===== src/rtl/reg_shifter.sv =====
module reg_shifter #(
  parameter int WIDTH    = 32,
  parameter int AMT_BITS = 8
) (
  input  logic [WIDTH-1:0] opnd_i,
  input  logic [WIDTH-1:0] amt_i,
  input  logic [1:0]       kind_i,
  input  logic             carry_i,
  output logic [WIDTH-1:0] result_o,
  output logic             carry_o
);
  localparam int SHW = $clog2(WIDTH);

  logic [AMT_BITS-1:0] amt;
  logic [SHW-1:0]      lo;
  logic                zero_amt, at_width, past_width;

  assign amt        = amt_i[AMT_BITS-1:0];
  assign lo         = amt[SHW-1:0];
  assign zero_amt   = (amt == '0);
  assign at_width   = (amt == AMT_BITS'(WIDTH));
  assign past_width = (amt > AMT_BITS'(WIDTH));

  logic [WIDTH:0]          lsl_w, lsr_w;
  logic signed [WIDTH:0]   asr_w;
  logic [2*WIDTH-1:0]      ror_w;

  assign lsl_w = {1'b0, opnd_i} << lo;
  assign lsr_w = {opnd_i, 1'b0} >> lo;
  assign asr_w = $signed({opnd_i, 1'b0}) >>> lo;
  assign ror_w = {opnd_i, opnd_i} >> lo;

  logic unused_bits;
  assign unused_bits = ^{amt_i[WIDTH-1:AMT_BITS], ror_w[2*WIDTH-1:WIDTH]};

  logic msb;
  assign msb = opnd_i[WIDTH-1];

  always_comb begin
    result_o = opnd_i;
    carry_o  = carry_i;
    if (!zero_amt) begin
      unique case (kind_i)
        2'd0: begin
          if (at_width) begin
            result_o = '0;
            carry_o  = opnd_i[0];
          end else if (past_width) begin
            result_o = '0;
            carry_o  = 1'b0;
          end else begin
            result_o = lsl_w[WIDTH-1:0];
            carry_o  = lsl_w[WIDTH];
          end
        end
        2'd1: begin
          if (at_width) begin
            result_o = '0;
            carry_o  = msb;
          end else if (past_width) begin
            result_o = '0;
            carry_o  = 1'b0;
          end else begin
            result_o = lsr_w[WIDTH:1];
            carry_o  = lsr_w[0];
          end
        end
        2'd2: begin
          if (at_width || past_width) begin
            result_o = {WIDTH{msb}};
            carry_o  = msb;
          end else begin
            result_o = asr_w[WIDTH:1];
            carry_o  = asr_w[0];
          end
        end
        default: begin
          result_o = ror_w[WIDTH-1:0];
          carry_o  = ror_w[WIDTH-1];
        end
      endcase
    end
  end
endmodule


===== config.mk =====
export PLATFORM = sky130hd
export DESIGN_NAME = reg_shifter
export DESIGN_NICKNAME = d
export VERILOG_FILES = /design/src/rtl/reg_shifter.sv
export SDC_FILE = /design/constraint.sdc
export NUM_CORES = 1
export LEC_CHECK = 0
export BUFFER_PORTS_ARGS = -buffer_cell sky130_fd_sc_hd__buf_2
export CORE_MARGIN = 2
export CORE_UTILIZATION = 43
export DETAILED_ROUTE_END_ITERATION = 10
export GPL_ROUTABILITY_DRIVEN = 0
export PLACE_DENSITY_LB_ADDON = 0.25
export SLEW_MARGIN = 40
export SYNTH_ARGS = -nofsm -noshare
export SYNTH_HDL_FRONTEND = slang
export SYNTH_SLANG_ARGS = --single-unit

===== constraint.sdc =====
create_clock -name vclk -period 3.4
set_input_delay 0.34 -clock vclk [all_inputs]
set_output_delay 0.34 -clock vclk [all_outputs]
set_load 0.05 [all_outputs]

==> results.toml <==
[outcome]
status = "finished, final reports clean"

[final_layout]
design.seq.count = 0
nets = 909
synthToLayoutAreaGrowth_pct = 10.87
clock_buffers = 0
fin_util_pct = 49.05
seqCellArea_um2 = 0
nFillCells = 1342
antenna_cells = 0
drive_gt1_share_pct = 29.64

[grt]
grt_overflow_total = 0
grt_pass1_wl_mm = 43.77
globalRouteTotalUtil_pct = 38.47
grt_pass1_vias = 7316
antenna_found_initial = 0
grt_max_degree = 53

[worst_setup_path]
path_cells = "buf_4 > buf_12 > buf_4 > mux2i_1 > mux2_2 > o32ai_1 > o21ai_0 > and3_1 > a2111oi_2 > buf_2"
slowest_stage = "buf_4"
max_stage_delay_ps = 340
worstSetupEndpointType = "primary output"
crit_start = "amt_i[0]"
crit_required_ps = 3060
cp_max_fo = 28
start_kind = "input pin"
critPathKind = "in2out"
critPathArrivalTime_ps = 2910
cpMostUsedCell = "buf_4"
crit_family = "buffers and inverters"
critPathBufInv = 4

[timing]
finalSetupViolations = 0
tns_ps = 0
rsz0062_at_grt = "no"
max_clock_freq_mhz = 308.0
post-route-period-util_pct = 95.51
fin_hold_ws_ps = 1267
slew_headroom_pct = 40.70
final_hold_viol_count = 0
setup_slack_ps = 152.7
max_slew.worst_pin.slew_ps = 886.3
period_needed_ps = 3247
slew_violations = 0

[synth]
yosysSeqAreaShare_pct = 0
synth_top_area_share_pct = 19.83
netlist-cell-type-count = 75
ys_top_cells_by_area = "mux4_2 20%, mux2i_1 11%, mux2_2 8.0%"
yosysTopAreaCell = "mux4_2"
avgSynthCellArea_um2 = 7.419
syn_nets = 863
syn_area_mm2 = 0.005906
ys_warn_count = 0
syn-instance-count = 796

[routing]
first_pass_iters = 7
top_layer = "met4"
drt_first_iter_violations = 1755
wl_met2_mm = 11.80
m1WireLength_mm = 10.53
drc = 0
dr_total_vias = 7940
route.met3.wl_mm = 4.952
via_per_inst = 7.815
wl_per_cell_um = 28.73
drt-total-wl_mm = 29.19
ant_nets = 0

[cts]
cts_repair_resize_count = 0
postCtsSetupBuffers = 0
holdBufCountCts = 0

[floorplan]
die_w_um = 121.2
std_cell_rows = 42
dieArea_mm2 = 0.01469
core_area_mm2 = 0.01335
io_pins = 100
start_util_pct = 44.24
die_h_um = 121.2

[pwr]
p_leak_uw = 0.002531
power_density_mw_per_mm2 = 194.2
max-vdd-ir-drop_uv = 107.9

[placement]
place_ws_ps = 222.4
port_buffers = 76
hpwl_mm = 21.70

[min_path]
holdCritStartpoint = "opnd_i[22]"
hp-class = "in2out"

[job]
max_cap_viol_count = 0
## path summary, 6_finish.rpt
kind | to | slack, ps | cells past startpoint
max | result_o[19] | 150 | 10
min | result_o[22] | 1270 | 4
## cells in the mapped netlist (all sizes together), types with 7 or more instances
| cell | instances |
|---|---|
| a211oi | 14 |
| a21oi | 35 |
| a22oi | 8 |
| a2bb2oi | 7 |
| a31oi | 23 |
| and2 | 9 |
| and3 | 8 |
| buf | 41 |
| clkbuf | 46 |
| mux2 | 48 |
| mux2i | 64 |
| mux4 | 52 |
| nand2 | 96 |
| nand2b | 11 |
| nand3 | 28 |
| nor2 | 80 |
| nor2b | 9 |
| nor3 | 24 |
| nor4 | 10 |
| o211ai | 12 |
| o21ai | 55 |
| o22ai | 11 |
| or2 | 7 |
## routing by layer
| layer | GRT usage [%] | vias to the layer above |
|---|---|---|
| li1 | - | 3232 |
| met1 | 52.94 | 3628 |
| met2 | 56.39 | 883 |
| met3 | 10.15 | 197 |
| met4 | 17.10 | 0 |
| met5 | 0 | - |
## cells by family after synthesis
family / Yosys count / synth area share [%]
AOI/OAI and AO/OA: 246 / 29.00
and+or+nand+nor: 294 / 23.05
buffers and inverters: 92 / 7.712
muxes: 164 / 40.23
## placed cells by master (no fill, tap or decap), types with 5 or more instances in the layout
master	count
mux2i_1	63
a2bb2oi_1	7
buf_2	74
nand2b_1	11
o211ai_1	12
mux2_2	42
a211oi_1	14
o32ai_1	6
mux4_2	52
a32oi_1	6
nand3_1	28
o21ai_0	49
and2_1	7
nor3_1	24
nor2_1	80
or2_2	7
o21ai_1	5
nor2b_1	9
a22oi_1	8
o31ai_1	6
nand2_1	96
a31oi_1	23
o22ai_1	11
and3_1	8
a221oi_1	6
buf_4	53
nor4_1	7
a21oi_1	35
## power breakdown
part           total (uW)  leakage, uW  switching (uW)  internal, uW
combinational        1270      0.00253             837           434
sequential              0            0               0             0
clock                   0            0               0             0
## worst min-delay path, stage by stage
cell and delay [ps]:
buf_2 180, nor2_1 120, a31oi_1 70, buf_2 210
## area by class of cell
cell class | instances | area, um^2 | area share (%)
Timing Repair Buffer | 131 | 848.3 | 12.96
Tap cell | 176 | 220.2 | 3.363
Inverter | 5 | 18.77 | 0.2866
Multi-Input combinational cell | 704 | 5460 | 83.39
## through the flow
stage | area (um^2) | total power (uW) | std cells
after floorplan | 5906 | 845.0 | 796
after CTS | 6544 | 1208 | 1016
after detailed placement | 6544 | 1204 | 1016
final | 6548 | 1272 | 1016
after global routing | 6548 | 1309 | 1016
after global placement | 6544 | 1185 | 1016
Power figures use the tool's default switching activity.
